**src/rtl/prbs_mon_pkg.sv**
```systemverilog
package prbs_mon_pkg;
  typedef enum logic {
    SEQ_SHORT = 1'b0,
    SEQ_LONG  = 1'b1
  } seq_mode_e;

  function automatic int max_int(input int a, input int b);
    return (a > b) ? a : b;
  endfunction
endpackage

```
**src/rtl/prbs_ref_gen.sv**
```systemverilog
module prbs_ref_gen
  import prbs_mon_pkg::*;
#(
  parameter int SHORT_A = 15,
  parameter int SHORT_B = 14,
  parameter int LONG_A  = 20,
  parameter int LONG_B  = 17,
  localparam int HIST_W = max_int(max_int(SHORT_A, SHORT_B), max_int(LONG_A, LONG_B))
) (
  input  logic clk,
  input  logic rst,
  input  logic bit_en,
  input  logic bit_in,
  input  logic invert,
  input  logic long_sel,
  input  logic locked,
  output logic mis
);
  logic [HIST_W-1:0] hist_q;
  logic              data_n;
  logic              pred;
  seq_mode_e         mode;

  assign mode   = seq_mode_e'(long_sel);
  assign data_n = bit_in ^ invert;

  always_comb begin
    if (mode == SEQ_LONG) pred = hist_q[LONG_A-1] ^ hist_q[LONG_B-1];
    else                  pred = hist_q[SHORT_A-1] ^ hist_q[SHORT_B-1];
  end

  assign mis = bit_en & (pred ^ data_n);

  always_ff @(posedge clk) begin
    if (rst) hist_q <= '0;
    else if (bit_en) hist_q <= {hist_q[HIST_W-2:0], (locked ? pred : data_n)};
  end
endmodule

```
**src/rtl/prbs_win_judge.sv**
```systemverilog
module prbs_win_judge #(
  parameter int WIN_LEN = 64,
  parameter int ERR_MAX = 6,
  localparam int POS_W  = $clog2(WIN_LEN),
  localparam int ERR_W  = $clog2(WIN_LEN + 1)
) (
  input  logic clk,
  input  logic rst,
  input  logic bit_en,
  input  logic mis,
  output logic sync_q,
  output logic gain,
  output logic loss
);
  logic [POS_W-1:0] pos_q;
  logic [ERR_W-1:0] errs_q;
  logic [ERR_W-1:0] total;
  logic             last;
  logic             good;

  assign last  = bit_en && (pos_q == POS_W'(WIN_LEN - 1));
  assign total = errs_q + {{(ERR_W-1){1'b0}}, mis};
  assign good  = (total <= ERR_W'(ERR_MAX));
  assign gain  = last & good & ~sync_q;
  assign loss  = last & ~good & sync_q;

  always_ff @(posedge clk) begin
    if (rst) begin
      pos_q  <= '0;
      errs_q <= '0;
      sync_q <= 1'b0;
    end else if (bit_en) begin
      if (last) begin
        pos_q  <= '0;
        errs_q <= '0;
        sync_q <= good;
      end else begin
        pos_q  <= pos_q + 1'b1;
        errs_q <= total;
      end
    end
  end
endmodule

```
**src/rtl/prbs_evt_flag.sv**
```systemverilog
module prbs_evt_flag (
  input  logic clk,
  input  logic rst,
  input  logic gain,
  input  logic loss,
  input  logic edge_any,
  input  logic flag_clr,
  input  logic irq_mask,
  output logic flag_q,
  output logic irq_q
);
  logic hit;
  logic flag_n;

  assign hit    = gain | (edge_any & loss);
  assign flag_n = hit | (flag_q & ~flag_clr);

  always_ff @(posedge clk) begin
    if (rst) begin
      flag_q <= 1'b0;
      irq_q  <= 1'b0;
    end else begin
      flag_q <= flag_n;
      irq_q  <= flag_n & irq_mask;
    end
  end
endmodule

```
**src/rtl/prbs_err_ctr.sv**
```systemverilog
module prbs_err_ctr #(
  parameter int CNT_W = 16
) (
  input  logic             clk,
  input  logic             rst,
  input  logic             mis,
  input  logic             count_en,
  input  logic             rd,
  output logic [CNT_W-1:0] run_q,
  output logic [CNT_W-1:0] hold_q
);
  logic inc;
  logic full;

  assign inc  = count_en & mis;
  assign full = &run_q;

  always_ff @(posedge clk) begin
    if (rst) begin
      run_q  <= '0;
      hold_q <= '0;
    end else if (rd) begin
      hold_q <= run_q;
      run_q  <= {{(CNT_W-1){1'b0}}, inc};
    end else if (inc && !full) begin
      run_q  <= run_q + 1'b1;
    end
  end
endmodule

```
**src/rtl/prbs_sync_mon.sv**
```systemverilog
module prbs_sync_mon #(
  parameter int WIN_LEN = 64,
  parameter int ERR_MAX = 6,
  parameter int CNT_W   = 16,
  parameter int SRC_W   = 2
) (
  input  logic             clk,
  input  logic             rst,
  input  logic             rx_en,
  input  logic             rx_bit,
  input  logic             mode_long,
  input  logic             rx_invert,
  input  logic             edge_any,
  input  logic             irq_mask,
  input  logic             flag_clr,
  input  logic [SRC_W-1:0] cnt_src,
  input  logic             cnt_rd,
  output logic             sync_o,
  output logic             flag_o,
  output logic             irq_o,
  output logic [CNT_W-1:0] err_cnt_o
);
  logic             mis;
  logic             sync_q;
  logic             gain;
  logic             loss;
  logic [CNT_W-1:0] run_cnt;

  prbs_ref_gen u_ref (
    .clk      (clk),
    .rst      (rst),
    .bit_en   (rx_en),
    .bit_in   (rx_bit),
    .invert   (rx_invert),
    .long_sel (mode_long),
    .locked   (sync_q),
    .mis      (mis)
  );

  prbs_win_judge #(.WIN_LEN(WIN_LEN), .ERR_MAX(ERR_MAX)) u_win (
    .clk    (clk),
    .rst    (rst),
    .bit_en (rx_en),
    .mis    (mis),
    .sync_q (sync_q),
    .gain   (gain),
    .loss   (loss)
  );

  prbs_evt_flag u_flag (
    .clk      (clk),
    .rst      (rst),
    .gain     (gain),
    .loss     (loss),
    .edge_any (edge_any),
    .flag_clr (flag_clr),
    .irq_mask (irq_mask),
    .flag_q   (flag_o),
    .irq_q    (irq_o)
  );

  prbs_err_ctr #(.CNT_W(CNT_W)) u_ctr (
    .clk      (clk),
    .rst      (rst),
    .mis      (mis),
    .count_en (cnt_src == '0),
    .rd       (cnt_rd),
    .run_q    (run_cnt),
    .hold_q   (err_cnt_o)
  );

  assign sync_o = sync_q;
endmodule

```
**config.mk**
```make
export PLATFORM = sky130hd
export DESIGN_NAME = prbs_sync_mon
export DESIGN_NICKNAME = d
export VERILOG_FILES = /design/src/rtl/prbs_mon_pkg.sv /design/src/rtl/prbs_ref_gen.sv /design/src/rtl/prbs_win_judge.sv /design/src/rtl/prbs_evt_flag.sv /design/src/rtl/prbs_err_ctr.sv /design/src/rtl/prbs_sync_mon.sv
export SDC_FILE = /design/constraint.sdc
export NUM_CORES = 1
export LEC_CHECK = 0
export ABC_AREA = 1
export BUFFER_PORTS_ARGS = -buffer_cell sky130_fd_sc_hd__buf_2
export CORE_MARGIN = 4
export CORE_UTILIZATION = 55
export DETAILED_ROUTE_END_ITERATION = 16
export HOLD_SLACK_MARGIN = 0.12
export PLACE_DENSITY = 0.75
export SLEW_MARGIN = 10
export SYNTH_ARGS = -nofsm -noshare
export SYNTH_HDL_FRONTEND = slang
export SYNTH_SLANG_ARGS = --single-unit
```
**constraint.sdc**
```tcl
create_clock -name clk -period 3.1 [get_ports clk]
set_input_delay 0.155 -clock clk [delete_from_list [all_inputs] [get_ports clk]]
set_output_delay 0.155 -clock clk [all_outputs]
set_load 0.05 [all_outputs]
```
Word level (Yosys, flattened, before mapping)

Index checks and enable logic that the tools add are counted.
Widths: inputs -> output; s select.

Add/subtract/negate cells: 3
$mul: 0
Div/mod/pow operators: 0
Order comparisons: 1
Eq/ne operators: 1
Shifts and indexed selects: 0
Mux-type cells: 6
Bitwise gates (word level): 18
Reduce and logical (&&, ||, !) cells: 8

Operators by type and width:

| operator              | count |
|---|---|
| $add 16x1->16 const B | 1 |
| $reduce_and 16->1     | 1 |
| $and 1x1->1           | 9 |
| $add 7x1->7           | 1 |
| $le 7x3->1 const B    | 1 |
| $mux 7                | 1 |
| $add 6x1->6 const B   | 1 |
| $eq 6x6->1 const B    | 1 |
| $mux 6                | 1 |
| $mux 1                | 4 |
| $xor 1x1->1           | 4 |
| $not 1->1             | 3 |
| $logic_and 1x1->1     | 2 |
| $logic_not 2->1       | 1 |
| $or 1x1->1            | 2 |
| $reduce_and 2->1      | 1 |
| $reduce_bool 2->1     | 1 |
| $reduce_or 2->1       | 1 |
| $logic_not 1->1       | 1 |

Bits in registers: 68
Latch bits: 0
Memory bits (writable): 0
ROM bits: 0
Input port bits: 12
Output and inout port bits: 19
Word-level logic and storage cells: 46
Memories kept: 0

Depth between registers and ports, before layout

Word-level depth: 13
Gate-level depth with buffers: 20
Mapped depth without buffers: 19

Cells and area by module

From an unflattened synthesis, not the netlist that was laid out.

Cells, all modules: 433
Area, all modules: 3133.0 um^2

By module, submodules not included:

| module         | times used | cells an instance | area each (um^2) | seq. area each (um^2) |
|---|---|---|---|---|
| prbs_err_ctr   | 1          | 205               | 1453.9           | 640.6 |
| prbs_win_judge | 1          | 108               | 794.5            | 280.3 |
| prbs_ref_gen   | 1          | 109               | 792.0            | 400.4 |
| prbs_evt_flag  | 1          | 10                | 88.8             | 40.0 |
| prbs_sync_mon  | 1          | 1                 | 3.8              | 0.0 |

Worst setup path before layout

OpenSTA, ideal clock, no wires.

Kind: reg2reg
Start: reg u_ref.hist_q[14]
End: reg u_flag.irq_q
Setup time: 0.123 ns
Data arrival time: 2.032 ns
Data required time: 2.977 ns
Setup slack: 0.945 ns
Stages on the path, launching flop included: 19
Path buffers: 1
Cells stage by stage: dfxtp_1 inv_2 nand2_2 nand3_2 a21oi_1 nor2_4 buf_6 ha_1 ha_1 nand2_1 nor2_1 nand3b_1 nand2_1 nor2_1 nand2_1 nand2_1 nand2_1 nand2_1 a21boi_0

Cells in the longest elaborated chain, start to end: 13

RTL lines:

| item                      | RTL line             | source |
|---|---|---|
| from (decl)               | prbs_ref_gen.sv:19   | `logic [HIST_W-1:0] hist_q;` |
| from (signal assigned)    | prbs_ref_gen.sv:36   | `else if (bit_en) hist_q <= {hist_q[HIST_W-2:0], (locked ? pred : data_n)};` |
| $xor 1x1->1 (*)           | prbs_ref_gen.sv:29   | `else pred = hist_q[SHORT_A-1] ^ hist_q[SHORT_B-1];` |
| $mux 1 (*)                | prbs_ref_gen.sv:28   | `if (mode == SEQ_LONG) pred = hist_q[LONG_A-1] ^ hist_q[LONG_B-1];` |
| $xor 1x1->1 (*)           | prbs_ref_gen.sv:32   | `assign mis = bit_en & (pred ^ data_n);` |
| $and 1x1->1 (*)           | prbs_ref_gen.sv:32   |  |
| $add 7x1->7 (*)           | prbs_win_judge.sv:22 | `assign total = errs_q + {{(ERR_W-1){1'b0}}, mis};` |
| $le 7x3->1 (*)            | prbs_win_judge.sv:23 | `assign good = (total <= ERR_W'(ERR_MAX));` |
| $not 1->1                 | prbs_win_judge.sv:25 | `assign loss = last & ~good & sync_q;` |
| $and 1x1->1 (2 in series) | prbs_win_judge.sv:25 |  |
| $and 1x1->1               | prbs_evt_flag.sv:15  | `assign hit = gain \| (edge_any & loss);` |
| $or 1x1->1 (*)            | prbs_evt_flag.sv:15  |  |
| $or 1x1->1 (*)            | prbs_evt_flag.sv:16  | `assign flag_n = hit \| (flag_q & ~flag_clr);` |
| $and 1x1->1 (*)           | prbs_evt_flag.sv:24  | `irq_q <= flag_n & irq_mask;` |
| to (signal assigned)      | prbs_evt_flag.sv:24  |  |
| to (decl)                 | prbs_evt_flag.sv:10  | `output logic irq_q` |

Every way passes the cells marked *; elsewhere a longest branch is shown, timed or not.
A chain may end at the register's enable or synchronous reset.

Worst setup path after layout

Start: reg u_ref.hist_q[16]
End: reg u_flag.irq_q

Cells in the longest elaborated chain, start to end: 13

RTL lines:

| item                      | RTL line |
|---|---|
| $xor 1x1->1 (*)           | prbs_ref_gen.sv:28 |
| $mux 1 (*)                | prbs_ref_gen.sv:28 |
| $xor 1x1->1 (*)           | prbs_ref_gen.sv:32 |
| $and 1x1->1 (*)           | prbs_ref_gen.sv:32 |
| $add 7x1->7 (*)           | prbs_win_judge.sv:22 |
| $le 7x3->1 (*)            | prbs_win_judge.sv:23 |
| $not 1->1                 | prbs_win_judge.sv:25 |
| $and 1x1->1 (2 in series) | prbs_win_judge.sv:25 |
| $and 1x1->1               | prbs_evt_flag.sv:15 |
| $or 1x1->1 (*)            | prbs_evt_flag.sv:15 |
| $or 1x1->1 (*)            | prbs_evt_flag.sv:16 |
| $and 1x1->1 (*)           | prbs_evt_flag.sv:24 |

Marked as above.

==> impl_metrics.tcl <==
set metrics [dict create \
    yosysWarningCount 0 \
    gp_congestion 0.824 \
    clock_latency_ns 0.33 \
    drt-pass1-iter-count 4 \
    die_width_um 83.6 \
    drive_gt1_frac 0.186 \
    cts_setup_buffers 0 \
    pwr-share-comb 0.094 \
    cts_made_buffers 9 \
    diodes 0 \
    synth_top_cell_area_share 0.433 \
    cts-resized-gates 0 \
    drt_iter0_drc 134 \
    power_density_nw_per_um2 517 \
    syn-cell-area_um2 3140 \
    vias 2734 \
    max_freq_ghz 0.401 \
    antenna_found_initial 0 \
    path_common_cell "nand2_1" \
    placementRows 27 \
    grt_pass1_wl_mm 11.7 \
    fp.dieArea_um2 6990 \
    tns_ns 0 \
    cts_tree "built" \
    power.share.clock 0.399 \
    place_area_um2 3310 \
    setup_viol 0 \
    path_clk_slew_ns 0.07 \
    synth_seq_cells 68 \
    grt_start_max_net_pins 42 \
    clockBufferDepth 2 \
    ir_worst_vdd_mv 0.333 \
    fin_crit_sh 0.804 \
    rsz0062_at_grt "no" \
    cp-end-kind "register" \
    synthTopCellsByArea "dfxtp_1, nand2_1, nor2_1" \
    die_h_um 83.6 \
    layout_common_cells "nand2_1, dfxtp_1, nor2_1" \
    fill_cells 503 \
    hold_class "input pin to register" \
    ys_seq_area_frac 0.433 \
    remaining_drc_errors 0 \
    initial_utilization 0.567 \
    avgSynthCellArea_um2 7.48 \
    final_common_cell "nand2_1" \
    synth_fp_nets 436 \
    nNetsFinal 463 \
    track_usage 0.201 \
    fin_area_um2 3520 \
    fin_ws_ns 0.606 \
    synth_cell_types 35 \
    fin_crit_ns 2.49 \
    p_leak_nw 1.42 \
    crit_path_start_kind "register" \
    ctsRootBufferMaster "clkbuf_8" \
    grt.overflow.total 0 \
    h-tree-depth 3 \
    synth_cells 420 \
    synth_top_area_cell "dfxtp_1" \
    slew_headroom 0.306 \
    grt_pass1_vias 2634 \
    cp_slowest_cell "dfxtp_1" \
    crit_fanout 11 \
    crit_chain "inv_2 -> nand2_1 -> nand3_1 -> nand3_2 -> nand2_2 -> nor2_4 -> ha_1 -> ha_1 -> nand2_1 -> nor2_1 -> nand2_1 -> nand2_1 -> nand2_1 -> nor2_1 -> nand2_1 -> nand2_1 -> nand2_1 -> nand2_1 -> a21boi_0" \
    slew_viol_final 0 \
    cpPeakStageDelay_ns 0.35 \
    place_hpwl_mm 4.62 \
    portBuffers 30 \
    drt_wl_total_mm 6.62 \
    io_pins 31 \
    sw_frac_of_total 0.261 \
    core_area_um2 5540 \
    crit_type "register to register" \
    drv_cap 0 \
    via_per_inst 5.22 \
    fin_skew_ns 0.00873 \
    cts.sinks 68 \
    tightestPinTransition_ns 1.04 \
    seq_power_share 0.507 \
    dp_slack_ns 0.626 \
    final-hold-violation-count 0 \
    status "completed" \
    netSwitchingPower_w 0.000475 \
    syn_to_final_growth_pct 11.9 \
    wl_per_cell_um 12.6 \
    cp.arrival_ns 2.71 \
    required_ns 3.32 \
    final_antenna_net_count 0 \
    p_int_w 0.00134 \
]
-- final cells by class --
class	instances	area, µm²	area share
multi-input cells	296	1540	0.438
clock inverters	6	63.8	0.0181
well taps	72	90.1	0.0256
repair buffers	33	175	0.0498
inverters	39	149	0.0423
clock buffers	10	138	0.0391
flip-flops and latches	68	1360	0.387
-- logic make-up (layout without fill, tap and decap cells) --
kind of cell	after synthesis	after routing	share of synthesized area
xor+xnor	12	12	0.0358
fa+ha+maj	4	4	0.0159
buf+inv	56	88	0.0768
simple gates	193	193	0.283
flops	68	68	0.433
compound gates	87	87	0.155
-- per-layer routing --
| layer | track usage | share of wire | vias up |
|---|---|---|---|
| met3 | 0.0513 | 0.037 | 8 |
| met5 | 0 | 0 | - |
| met1 | 0.240 | 0.46 | 1264 |
| li1 | - | - | 1418 |
| met4 | 0.0702 | 0.011 | 0 |
| met2 | 0.347 | 0.49 | 44 |
-- synthesized netlist by cell type (all sizes together) --
cell type  number
clkbuf         12
nand3b          1
nand4          11
nor2           67
a21oi          45
nor3            6
clkinv          1
nand2          81
o31ai           1
ha              4
inv            38
o21ai          37
o21bai          1
dfxtp          68
a2bb2oi         1
xnor2           1
nand3          27
xor2           11
buf             5
o31a            1
a21boi          1
-- final timing paths --
path / startpoint / end / slack, ns / cells after the start
worst max register to register: u_ref.hist_q[16]$_SDFFE_PP0P_ / u_flag.irq_q$_SDFF_PP0_ / 0.61 / 19
worst max-delay path: u_ref.hist_q[16]$_SDFFE_PP0P_ / u_flag.irq_q$_SDFF_PP0_ / 0.61 / 19
worst min-delay path: flag_clr / u_flag.flag_q$_SDFF_PP0_ / 0.16 / 6
worst min register to register: u_win.errs_q[0]$_SDFFE_PP0P_ / u_win.errs_q[0]$_SDFFE_PP0P_ / 0.48 / 2
-- flip-flops by register name, indices dropped and copies added, names as in the netlist --
signal         count
u_ctr.hold_q      16
u_ctr.run_q       16
u_flag.flag_q      1
u_flag.irq_q       1
u_ref.hist_q      20
u_win.errs_q       7
u_win.pos_q        6
u_win.sync_q       1
-- power groups by stage --
stage	Clock (W)	Sequential (W)	Combinational, W
global placement	0	0.000941	0.000167
CTS	0.000740	0.000921	0.000174
finish	0.000727	0.000922	0.000171
detailed placement	0	0.000942	0.000171
global route	0.000786	0.000926	0.000192
floorplan	0	0.000974	0.000100
-- worst max-delay path: cells and delay by family (launching register included) --
| family | cells | cell delay (ns) |
|---|---|---|
| AND/OR/NAND/NOR | 15 | 1.47 |
| adder cells (fa/ha/maj) | 2 | 0.42 |
| flip-flops | 1 | 0.35 |
| AO/OA/AOI/OAI | 1 | 0.10 |
| buffers and inverters | 1 | 0.05 |
-- metrics by stage --
stage	std cells	util	hold slack, ns	power, W
after floorplan	420	-	0.300	0.00107
after global placement	507	0.597	0.412	0.00111
after detailed placement	507	0.597	0.416	0.00111
after CTS	524	0.635	0.158	0.00184
after global routing	524	0.635	0.204	0.00190
final	524	0.635	0.165	0.00182
-- what timing repair did --
action,CTS,global route
hold buffers,1,0
setup endpoints to repair,0,0
endpoints found under the hold margin,1,0
Note: power is estimated with default switching activity, not from simulation.
